**src/rtl/vol_ramp_ctl.sv**
```systemverilog
`timescale 1ns/1ps
module vol_ramp_ctl #(
  parameter int SW     = 24,
  parameter int MAX_DB = 94,
  parameter int ZC_TO  = 512,
  parameter int AM_LEN = 8192,
  localparam int MUTE_Q = (MAX_DB + 1) * 8,
  localparam int QW     = $clog2(MUTE_Q + 1),
  localparam int CW     = $clog2(ZC_TO),
  localparam int AMW    = $clog2(AM_LEN + 1)
) (
  input  logic          clk,
  input  logic          rst_n,
  input  logic          smp_stb,
  input  logic [SW-1:0] smp_a,
  input  logic [SW-1:0] smp_b,
  input  logic [7:0]    vol_a,
  input  logic [7:0]    vol_b,
  input  logic [1:0]    tmode,
  input  logic          amute_en,
  input  logic          link_ab,
  output logic [QW-1:0] att_a,
  output logic [QW-1:0] att_b,
  output logic          mute_ctl
);

  logic [1:0][7:0]    vbyte;
  logic [1:0][SW-1:0] smp;
  logic [1:0][QW-1:0] att;
  logic [1:0]         am_hit;

  assign vbyte[0] = vol_a;
  assign vbyte[1] = link_ab ? vol_a : vol_b;
  assign smp[0]   = smp_a;
  assign smp[1]   = smp_b;

  for (genvar c = 0; c < 2; c++) begin : g_ch
    logic [QW-1:0]  tgt, tgt_d, cur, step;
    logic [CW-1:0]  to_cnt, eff;
    logic [AMW-1:0] am_cnt;
    logic           prev_s, zc, tout, pend, stat;

    assign am_hit[c] = amute_en && (am_cnt == AMW'(AM_LEN));
    assign tgt  = (vbyte[c][7] || am_hit[c] || (vbyte[c][6:0] > 7'(MAX_DB)))
                  ? QW'(MUTE_Q) : QW'({vbyte[c][6:0], 3'b000});
    assign zc   = (smp[c] == '0) || (smp[c][SW-1] != prev_s);
    assign stat = (smp[c] == '0) || (&smp[c]);
    assign eff  = (tgt != tgt_d) ? '0 : to_cnt;
    assign tout = (eff == CW'(ZC_TO - 1));
    assign pend = (cur != tgt);
    assign step = (cur < tgt) ? cur + 1'b1 : cur - 1'b1;

    always_ff @(posedge clk or negedge rst_n) begin
      if (!rst_n) begin
        cur    <= '0;
        tgt_d  <= '0;
        to_cnt <= '0;
        am_cnt <= '0;
        prev_s <= 1'b0;
      end else if (smp_stb) begin
        prev_s <= smp[c][SW-1];
        tgt_d  <= tgt;
        if (!stat)                        am_cnt <= '0;
        else if (am_cnt != AMW'(AM_LEN))  am_cnt <= am_cnt + 1'b1;
        to_cnt <= (tmode[0] && pend && !(zc || tout)) ? eff + 1'b1 : '0;
        if (pend) begin
          case (tmode)
            2'b00:   cur <= tgt;
            2'b01:   if (zc || tout) cur <= tgt;
            2'b10:   cur <= step;
            default: if (zc || tout) cur <= step;
          endcase
        end
      end
    end

    assign att[c] = cur;
  end

  assign att_a    = att[0];
  assign att_b    = att[1];
  assign mute_ctl = (am_hit[0] && am_hit[1]) || (vbyte[0][7] && vbyte[1][7]);

endmodule


```
**config.mk**
```make
export PLATFORM = sky130hd
export DESIGN_NAME = vol_ramp_ctl
export DESIGN_NICKNAME = d
export VERILOG_FILES = /design/src/rtl/vol_ramp_ctl.sv
export SDC_FILE = /design/constraint.sdc
export NUM_CORES = 1
export LEC_CHECK = 0
export ABC_AREA = 1
export BUFFER_PORTS_ARGS = -buffer_cell sky130_fd_sc_hd__buf_2
export CORE_MARGIN = 5
export CORE_UTILIZATION = 55
export CTS_BUF_LIST = sky130_fd_sc_hd__clkbuf_2
export CTS_CLUSTER_DIAMETER = 40
export DETAILED_ROUTE_END_ITERATION = 10
export GPL_ROUTABILITY_DRIVEN = 1
export PLACE_DENSITY_LB_ADDON = 0.25
export SLEW_MARGIN = 20
export SYNTH_ARGS = -nofsm -noshare
export SYNTH_HDL_FRONTEND = slang
export SYNTH_SLANG_ARGS = --single-unit
```
**constraint.sdc**
```tcl
create_clock -name clk -period 5.11 [get_ports clk]
set_clock_uncertainty 0.1 [all_clocks]
set_input_delay 1.022 -clock clk [delete_from_list [all_inputs] [get_ports clk]]
set_output_delay 1.022 -clock clk [all_outputs]
set_load 0.01 [all_outputs]
```
==> summary.md, run 1 <==
| Metric | Value |
|---|---|
| Status | `complete, no violations` |
| Worst min path class | `in -> async` |
| Net Sw Frac | `~43%` |
| P per Cell Area | `~330 nW/um2` |
| Initial DRT Pass Iterations | `5` |
| Die Footprint | `14100 um2` |
| Slew Limit Fails | `0` |
| DR iter-0 viols | `355` |
| Number of enable flip-flop cells after synthesis | `0` |
| Top-Level Pins | `92` |
| Fin util | `62.7%` |
| Clock Tree Buf Depth | `2` |
| Synth area leaders | `dfrtp_1, nand2_1, inv_1` |
| Post-DRT Antenna Nets | `0` |
| DRC Markers | `0` |
| Die X | `119 um` |
| Worst-margin pin slew | `between 600 and 700 ps` |
| Max-Slew Margin vs Limit | `between 50 and 60%` |
| Flop2flop setup slack | `~810 ps` |
| Layout area overhead | `10.9%` |
| CP endpoint kind | `register` |
| CP peak stage delay | `470 ps` |
| Crit path required time | `5540 ps` |
| Design Area, Final | `between 7000 and 8000 um2` |
| Placement row count | `39` |
| Kind of critical path | `reg -> reg` |
| CTS Sinks | `82` |
| Avg WL per Cell | `13.2 um` |
| CP most frequent cell | `nand2_1` |
| Reg clk slew, reported paths | `between 200 and 250 ps` |
| First-pass GRT wire length | `26.5 mm` |
| Leakage | `3.69 nW` |
| Ant diodes | `0` |
| Mapped Area | `6520 um2` |
| Vias | `6123` |
| Reg2reg path depth | `27` |
| RSZ-0062 raised after global routing | `false` |
| Ys flop type | `dfrtp_1` |
| Sequential area share after synthesis | `a little under a third` |
| Clk pwr share | `17.1%` |
| # H-tree levels | `3` |
| Resized cells post-CTS | `0` |
| Post-Layout Cell Count | `1158` |
| Area leader, netlist | `dfrtp_1` |
| Cell Int Power | `1.37 mW` |
| Min Tclk post-route | `4300 ps` |
| Setup Buffers After CTS | `0` |
| Syn nets | `1029` |
| Antenna violations before repair | `1` |
| Yosys warnings | `0` |
| Hold_ws | `319 ps` |
| CP Max Fanout | `9` |
| Reg2reg start | `g_ch[0].am_cnt[0]$_DFFE_PN0P_` |
| CTS Buf Count | `9` |
| Synthesis-stage register bit count | `82` |
| Largest net degree at the start of global routing | `52` |
| Final WL | `15.3 mm` |
| Critical Path End | `att_a[9]$_DFFE_PN0P_` |
| Crit path from | `g_ch[0].am_cnt[0]$_DFFE_PN0P_` |
| Netlist cell types | `55` |
| Synthesized instance count | `~920` |
| Slowest-stage cell, CP | `dfrtp_1` |
| Setup TNS | `0 ps` |
| F_max | `233 MHz` |
| CP top delay family | `simple AND/OR/NAND/NOR gates` |
| Post-synth top area share | `31.5%` |
| GP Congestion | `0.870` |
| Psw | `just over 1 mW` |
| Final hold viol count | `0` |
| Share of cells above drive strength 1 | `16.9%` |
| GRT Overall Usage | `between 20% and 30%` |
| Clock Tree Root | `clkbuf_2` |
| Clk_lat worst skew | `between 600 and 700 ps` |
| R2R Path End | `att_a[9]$_DFFE_PN0P_` |
| Crit path DAT | `approximately 4700 ps` |
| Critical path launch point type | `register` |
| Post-DP HPWL | `11.9 mm` |
| GRT overflow | `0` |
| Final setup fails | `0` |
| CP Depth | `27` |
| CP bufs+invs | `2` |
| TritonCTS clock tree | `built` |
| Starting density of the core | `56.6%` |
| Maxcap violations | `0` |
| Vias per inst | `~5.3` |
| Comb power frac | `48.5%` |
| Vias in the first global route | `5882` |
| CTS hold repair buffers | `0` |
| Async set or reset register ratio after synthesis | `100%` |
| Sequential Power Share | `34.4%` |
| Area post-placement | `7090 um2` |
| Core area | `roughly 12000 um2` |
| VDD IR max | `between 0.3 and 0.4 mV` |
| Dpl cells | `around 1100` |
| Die H | `119 um` |
| Tcrit/Tclk final | `84.1%` |
| Syn Area/Cell | `7.10 um2` |
| PortBufs | `91` |
| Layout Nets | `1121` |
[worst reg2reg max path: stages (launching register included)]
cell and delay [ps]:
dfrtp_1 470, inv_1 120, ha_1 160, nand3_1 90
nor2_2 190, nand3_4 160, nand4_1 250, inv_1 100
ha_1 280, nand2_1 80, o21ai_0 180, nand2_1 80
o211ai_1 220, ha_1 360, a21oi_1 130, nand2_1 80
nand2_1 100, nand2_1 60, a21oi_1 150, nor2_1 80
o21ai_0 160, nand2_1 80, nand2_1 80, a21boi_0 90
nor2_1 130, nor2_1 50, o21ai_0 150, nand2_1 60
[routing by layer]
| metal | vias up | wire length, um | track usage (%) |
|---|---|---|---|
| met5 | - | 11 | 0 |
| met4 | 2 | 194 | 5.00 |
| met3 | 17 | 461 | 5.36 |
| met2 | 70 | 7580 | 38.8 |
| met1 | 2805 | 7020 | 28.6 |
| li1 | 3229 | - | - |
[state kept, by name (all words and copies together), names as in the netlist]
name / cells
g_ch.am_cnt: 28
g_ch.to_cnt: 18
g_ch.tgt_d: 14
att_a: 10
att_b: 10
g_ch.prev_s: 2
[synthesized netlist by cell type (all sizes together), types with 9 or more instances]
| master | number |
|---|---|
| a21oi | 38 |
| clkbuf | 9 |
| dfrtp | 82 |
| ha | 38 |
| inv | 151 |
| nand2 | 209 |
| nand3 | 60 |
| nand4 | 46 |
| nor2 | 110 |
| nor3 | 23 |
| nor4 | 10 |
| o21ai | 75 |
| xor2 | 12 |
[final cells by class]
cell class	count	area (um2)
multi-input cells	670	3790
flip-flops and latches	82	2050
fillers	1087	4290
repair buffers	96	495
clock buffers	9	45.0
clock inverters	7	92.6
inverters	151	574
well taps	143	179
[through the flow]
step,worst slack [ps],power [mW]
final,814,2.39
after global routing,320,2.64
after detailed placement,287,1.99
after CTS,815,2.41
after floorplan,587,1.68
after global placement,398,1.97
[placed cells by master (no fill, tap or decap), types with 4 or more instances in the layout]
master | netlist | final
a21oi_1 | 38 | 38
buf_2 | 0 | 90
buf_4 | 1 | 6
clkbuf_2 | 0 | 9
dfrtp_1 | 82 | 82
ha_1 | 38 | 38
inv_1 | 147 | 147
nand2_1 | 193 | 193
nand2_2 | 13 | 13
nand3_1 | 53 | 53
nand3_4 | 4 | 4
nand4_1 | 39 | 39
nand4_2 | 6 | 6
nor2_1 | 95 | 95
nor2_2 | 10 | 10
nor2_4 | 5 | 5
nor3_1 | 19 | 19
nor3_2 | 4 | 4
nor4_1 | 10 | 10
o211ai_1 | 5 | 5
o21ai_0 | 70 | 70
o21ai_1 | 4 | 4
o22ai_1 | 5 | 5
o31ai_1 | 5 | 5
or2_2 | 4 | 4
xnor2_1 | 5 | 5
xor2_1 | 12 | 12
[power by group through the flow]
stage	Combinational, mW	Sequential [mW]	Clock [mW]
floorplan	0.826	0.851	0
global placement	1.13	0.836	0
detailed placement	1.15	0.836	0
CTS	1.16	0.824	0.420
global route	1.36	0.840	0.445
finish	1.16	0.824	0.409
[how the worst min path moves through the flow]
stage                                          endpoint  slack [ps]                           from  cells after the start
after global placement    g_ch[1].to_cnt[6]$_DFFE_PN0P_         360  g_ch[1].to_cnt[6]$_DFFE_PN0P_                      2
after CTS                          att_a[2]$_DFFE_PN0P_         290                          rst_n                      1
after detailed placement  g_ch[1].to_cnt[6]$_DFFE_PN0P_         370  g_ch[1].to_cnt[6]$_DFFE_PN0P_                      2
after global routing               att_a[2]$_DFFE_PN0P_         300                          rst_n                      1
final                              att_a[5]$_DFFE_PN0P_         320                          rst_n                      1
after floorplan           g_ch[0].to_cnt[7]$_DFFE_PN0P_         350  g_ch[0].to_cnt[7]$_DFFE_PN0P_                      2
[cells by family (layout without fill, tap and decap cells)]
| logic type | Yosys count | after routing | synth area share [%] |
|---|---|---|---|
| and+or+nand+nor | 466 | 466 | 34.9 |
| buffers and inverters | 166 | 263 | 10.4 |
| AOI/OAI and AO/OA | 147 | 147 | 13.1 |
| DFF | 82 | 82 | 31.5 |
| adders and majority gates | 40 | 40 | 7.91 |
| xor gates and xnor gates | 17 | 17 | 2.28 |
Note: power is estimated with default switching activity, not from simulation.
==> run 2, diff against run 1 <==
Settings changed: CORE_UTILIZATION 55 to 54.
Clock period 5.11 ns to 3.8 ns, I/O delays scaled along.
==> run 2 against run 1 <==
Net effect:
- the flow now finishes with violations (negative setup slack)
- critical path depth grew 1
- clock power grew 37%
- clock-buffer cell count grew 1
- cell count grew 14%
- combinational power grew 120%
- maximum frequency grew 8.2%
- global-route usage grew 2.7 points
- via count grew 14%
- cell area grew 23%
- register-to-register slack lost 980 ps
==> summary.md, run 2 (same netlist as run 1, synthesis figures left out) <==
| Metric | Value |
|---|---|
| Status | `finished, violations left` |
| Failing checks | `negative setup slack` |
| Final hold viol count | `0` |
| Area post-placement | `a little over 8000 um2` |
| Reg clk slew, reported paths | `220 ps` |
| Post-Layout Cell Count | `1325` |
| Layout area overhead | `36.3%` |
| R2R Path End | `att_a[9]$_DFFE_PN0P_` |
| Pre-CTS setup slack | `-434 ps` |
| Worst-margin pin slew | `716 ps` |
| GRT overflow | `0` |
| CTS Buf Count | `9` |
| Flop2flop setup slack | `-170 ps` |
| Max-Slew Margin vs Limit | `52.2%` |
| Leakage | `4.47 nW` |
| Most frequent cells in the layout | `nand2_1, buf_4, inv_1` |
| GP Congestion | `0.886` |
| Clock Tree Buf Depth | `2` |
| Critical path launch point type | `register` |
| CP bufs+invs | `3` |
| CP endpoint kind | `register` |
| Min Tclk post-route | `3970 ps` |
| Largest net degree at the start of global routing | `33` |
| Crit path DAT | `4420 ps` |
| CP Depth | `28` |
| Die H | `~120 um` |
| Crit path required time | `around 4300 ps` |
| Most common cell after layout, fill and taps aside | `nand2_1` |
| RSZ-0062 raised after global routing | `true` |
| Clk_lat worst skew | `roughly 630 ps` |
| Worst min path class | `in -> reg` |
| Slowest-stage cell, CP | `dfrtp_1` |
| Reg2reg start | `g_ch[0].am_cnt[0]$_DFFE_PN0P_` |
| Top flop regs | `g_ch.am_cnt x28, g_ch.to_cnt x18, g_ch.tgt_d x14` |
| Crit path from | `g_ch[0].am_cnt[0]$_DFFE_PN0P_` |
| Max reg flops | `28` |
| CP Max Fanout | `6` |
| TritonCTS clock tree | `built` |
| Critical Path End | `att_a[9]$_DFFE_PN0P_` |
| First-pass GRT wire length | `29.6 mm` |
| Share of cells above drive strength 1 | `35.8%` |
| Design Area, Final | `8880 um2` |
| CP most frequent cell | `nand2_1` |
| PortBufs | `between 90 and 100` |
| Post-DRT Antenna Nets | `0` |
| Maxcap violations | `0` |
| CP top delay family | `simple AND/OR/NAND/NOR gates` |
| Ant diodes | `0` |
| DR iter-0 viols | `467` |
| Top reg by flops | `g_ch.am_cnt` |
| Top-Level Pins | `around 90` |
| GRT Overall Usage | `25.1%` |
| Die X | `120 um` |
| Layout Nets | `1284` |
| Clock Tree Root | `clkbuf_2` |
| Final worst-path setup slack | `-169 ps` |
| Final setup fails | `7` |
| Vias per inst | `~5.3` |
| Slew Limit Fails | `0` |
| Tcrit/Tclk final | `104%` |
| Dpl cells | `around 1300` |
| Vias | `6996` |
| Final WL | `18.2 mm` |
| Initial DRT Pass Iterations | `6` |
| Antenna violations before repair | `0` |
| Post-DP HPWL | `13.4 mm` |
| # H-tree levels | `3` |
| F_max | `252 MHz` |
| DRC Markers | `0` |
| VDD IR max | `0.728 mV` |
| Starting density of the core | `54.7%` |
| Die Footprint | `14400 um2` |
| Placement row count | `40` |
| Kind of critical path | `reg -> reg` |
| Reg2reg path depth | `28` |
| Avg WL per Cell | `13.8 um` |
| P per Cell Area | `473 nW/um2` |
| CP peak stage delay | `440 ps` |
| Core area | `11900 um2` |
| Vias in the first global route | `6691` |
| CTS Sinks | `between 80 and 90` |
==> run 2: per-layer routing <==
metal	global-route usage, %	share of wire, %	vias up
met3	4.81	3.7	51
met4	9.38	2.7	0
met5	0	0	-
met1	30.9	43	3234
li1	-	-	3546
met2	43.8	51	165
==> run 2: cell type report <==
| cell class | count | area [um2] |
|---|---|---|
| fill | 944 | 3030 |
| inverter | 151 | 582 |
| multi-input combinational | 670 | 4170 |
| timing repair buffer | 259 | 1750 |
| tap | 147 | 184 |
| clock inverter | 6 | 88.8 |
| sequential | 82 | 2050 |
| clock buffer | 10 | 50.0 |
==> run 2: where the power goes <==
| part | switching [mW] | leakage, nW | internal [mW] |
|---|---|---|---|
| Combinational | 1.25 | 3.33 | 1.26 |
| Clock | 0.337 | 0.0806 | 0.223 |
| Sequential | 0.153 | 1.07 | 0.983 |
==> run 2: worst min-delay path by stage <==
stage                                        from                            end  slack [ps]  depth (start not counted)
finish                                  smp_a[23]     g_ch[0].prev_s$_DFFE_PN0P_         280                          3
floorplan           g_ch[0].to_cnt[7]$_DFFE_PN0P_  g_ch[0].to_cnt[7]$_DFFE_PN0P_         350                          2
CTS                                     smp_a[23]     g_ch[0].prev_s$_DFFE_PN0P_         240                          3
detailed placement  g_ch[1].to_cnt[6]$_DFFE_PN0P_  g_ch[1].to_cnt[6]$_DFFE_PN0P_         370                          2
global route                            smp_b[23]     g_ch[1].prev_s$_DFFE_PN0P_         280                          3
global placement    g_ch[1].to_cnt[6]$_DFFE_PN0P_  g_ch[1].to_cnt[6]$_DFFE_PN0P_         360                          2
==> run 2: repair_timing <==
item | 4_1_cts | 5_1_grt
hold buffers | 1 | 0
resized for setup | 28 | 73
pin swaps | 37 | 46
endpoints found under the hold margin | 24 | 0
setup buffers | 30 | 17
endpoints found under the setup margin | 11 | 37
==> run 2: worst reg2reg max path, delay by kind of cell (launching register included) <==
family | cells | cell delay, ps
AOI/OAI and AO/OA | 7 | 990
adders and majority gates | 3 | 620
buffers and inverters | 3 | 370
DFF | 1 | 440
and+or+nand+nor | 15 | 1350
==> run 2: metrics by stage <==
step	total power [mW]	setup TNS, ps	hold slack, ps	utilization [%]
finish	4.20	-596	285	74.5
global route	4.56	-3610	284	74.5
CTS	3.88	-49.8	236	71.6
detailed placement	3.06	-8080	371	67.5
global placement	3.00	-5680	365	67.5
floorplan	2.32	-1040	349	-
==> run 3, diff against run 2 <==
Settings changed: PLACE_DENSITY from default to 0.79, PLACE_DENSITY_LB_ADDON 0.25 to default.
==> run 3 against run 2 <==
Net effect:
- the flow still finishes with violations (negative setup slack)
- sequential power is essentially flat
- worst hold slack got worse by 210 ps
- first-iteration DRC count shrank 1.5%
- worst setup slack improved by 11 ps
- cell area is 1.2% lower
- critical path depth rose by 1
- critical path type unchanged
- critical endpoint is now att_a[8]$_DFFE_PN0P_
- highest routed layer unchanged
==> summary.md, run 3 (same netlist as run 1, synthesis figures left out) <==
| Metric | Value |
|---|---|
| Worst min path class | `in -> async` |
| Cell Int Power | `approximately 2.4 mW` |
| Core area | `11900 um2` |
| Largest net degree at the start of global routing | `61` |
| CP Max Fanout | `8` |
| DR iter-0 viols | `460` |
| Leakage | `4.43 nW` |
| Tcrit/Tclk final | `104%` |
| Hold_ws | `71.4 ps` |
| GRT overflow | `0` |
| Layout Nets | `1270` |
| Top reg by flops | `g_ch.am_cnt` |
| GP Congestion | `0.906` |
| Maxcap violations | `0` |
| # H-tree levels | `3` |
| Post-DP HPWL | `around 13 mm` |
| Reg2reg start | `g_ch[0].am_cnt[1]$_DFFE_PN0P_` |
| Worst-margin pin slew | `804 ps` |
| Reg2reg path depth | `29` |
| Die X | `~120 um` |
| Comb power frac | `60.1%` |
| Antenna violations before repair | `1` |
| Psw | `~1.9 mW` |
| GRT Overall Usage | `25.0%` |
| Crit path required time | `4280 ps` |
| Clk pwr share | `around 13%` |
| Sequential Power Share | `27.0%` |
| Final hold viol count | `0` |
| Slowest-stage cell, CP | `dfrtp_1` |
| VDD IR max | `0.613 mV` |
| Kind of critical path | `reg -> reg` |
| Max-Slew Margin vs Limit | `a little under half` |
| Vias | `around 7200` |
| P per Cell Area | `just under 500 nW/um2` |
| Status | `finished, violations left` |
| DRC Markers | `0` |
| CTS Buf Count | `9` |
| Vias in the first global route | `6733` |
| Top-Level Pins | `92` |
| Failing checks | `negative setup slack` |
| Vias per inst | `5.48` |
| Die Footprint | `~14000 um2` |
| CP most frequent cell | `nand2_1` |
| Setup TNS | `-315 ps` |
| First-pass GRT wire length | `between 20 and 30 mm` |
| Most common cell after layout, fill and taps aside | `nand2_1` |
| PortBufs | `91` |
| Die H | `120 um` |
| Avg WL per Cell | `roughly 15 um` |
| Clock Tree Root | `clkbuf_2` |
| Post-DRT Antenna Nets | `0` |
| Max reg flops | `28` |
| Initial DRT Pass Iterations | `5` |
| F_max | `253 MHz` |
| Final setup fails | `4` |
| CP peak stage delay | `440 ps` |
| Starting density of the core | `54.7%` |
| Clk_lat worst skew | `630 ps` |
| Reg clk slew, reported paths | `270 ps` |
| TritonCTS clock tree | `built` |
| Flop2flop setup slack | `-160 ps` |
| Clock Tree Buf Depth | `2` |
| CP endpoint kind | `register` |
| Final worst-path setup slack | `-159 ps` |
| Net Sw Frac | `44.0%` |
| Layout area overhead | `34.6%` |
| R2R Path End | `att_a[8]$_DFFE_PN0P_` |
| CTS Sinks | `82` |
| Most frequent cells in the layout | `nand2_1, buf_4, inv_1` |
| Share of cells above drive strength 1 | `35.7%` |
| Placement row count | `40` |
| Critical path launch point type | `register` |
| Slew Limit Fails | `0` |
| Top flop regs | `g_ch.am_cnt x28, g_ch.to_cnt x18, g_ch.tgt_d x14` |
| Min Tclk post-route | `3960 ps` |
| RSZ-0062 raised after global routing | `true` |
| Filler cells | `a little under 900` |
| Final WL | `a little under 20 mm` |
| Crit path DAT | `4440 ps` |
[run 3: cell types whose count changed in the layout (fill, tap and decap cells not counted), moves of 5 or more]
cell     change
nor2_2       +6
o21ai_1      -5
o21ai_0      +6
buf_4       -10
[run 3: power groups by stage]
| stage | clock [mW] | combinational (mW) | sequential (mW) |
|---|---|---|---|
| global route | 0.589 | 2.77 | 1.15 |
| global placement | 0 | 1.89 | 1.13 |
| finish | 0.541 | 2.53 | 1.14 |
| detailed placement | 0 | 1.94 | 1.13 |
| CTS | 0.552 | 2.11 | 1.12 |
| floorplan | 0 | 1.18 | 1.15 |
[run 3: layout make-up]
cell class,instances,area [um2],share of cell area (%)
well taps,147,184,2.10
multi-input cells,670,4190,47.8
clock inverters,7,85.1,0.970
repair buffers,245,1630,18.6
diodes,1,2.50,0.0285
inverters,151,584,6.66
flip-flops and latches,82,2050,23.4
clock buffers,9,45.0,0.513
[run 3: worst max-delay path by stage]
| stage | from | endpoint | slack (ps) | cells after the start |
|---|---|---|---|---|
| after global placement | link_ab | att_b[9]$_DFFE_PN0P_ | -330 | 32 |
| after detailed placement | link_ab | att_b[9]$_DFFE_PN0P_ | -450 | 32 |
| after floorplan | link_ab | att_b[9]$_DFFE_PN0P_ | -320 | 32 |
| after global routing | g_ch[0].am_cnt[1]$_DFFE_PN0P_ | att_a[8]$_DFFE_PN0P_ | -400 | 29 |
| final | g_ch[0].am_cnt[1]$_DFFE_PN0P_ | att_a[8]$_DFFE_PN0P_ | -160 | 29 |
| after CTS | g_ch[0].am_cnt[0]$_DFFE_PN0P_ | att_a[9]$_DFFE_PN0P_ | 4 | 27 |
[run 3: repair_timing]
item	in CTS	in global routing
buffers inserted	19	19
endpoints found under the setup margin	9	37
resized for setup	29	69
cloned	0	0
pin swaps	23	51
hold buffers	0	0
[run 3: worst max-delay path: cells and delay by family (launching register included)]
kind	cells	cell delay, ps
and+or+nand+nor	13	1240
AOI/OAI and AO/OA	8	950
adders and majority gates	3	740
DFF	1	440
buffers and inverters	5	460
[run 3: routing by layer]
metal	wire [um]	up-vias	GRT usage (%)
li1	-	3512	-
met2	9870	235	42.9
met5	0	-	0
met1	7860	3370	30.9
met3	840	71	3.77
met4	710	0	11.7
[run 3: metrics by stage]
| step | total power, mW | worst slack (ps) | util [%] | area, um2 | std cells |
|---|---|---|---|---|---|
| 2_1_floorplan | 2.32 | -319 | - | 6590 | 918 |
| 3_3_place_gp | 3.02 | -329 | 67.2 | 8010 | 1258 |
| 3_5_place_dp | 3.07 | -454 | 67.2 | 8010 | 1258 |
| 4_1_cts | 3.78 | 4.22 | 70.3 | 8380 | 1293 |
| 5_1_grt | 4.51 | -405 | 73.7 | 8770 | 1312 |
| 6_report | 4.21 | -159 | 73.7 | 8770 | 1312 |
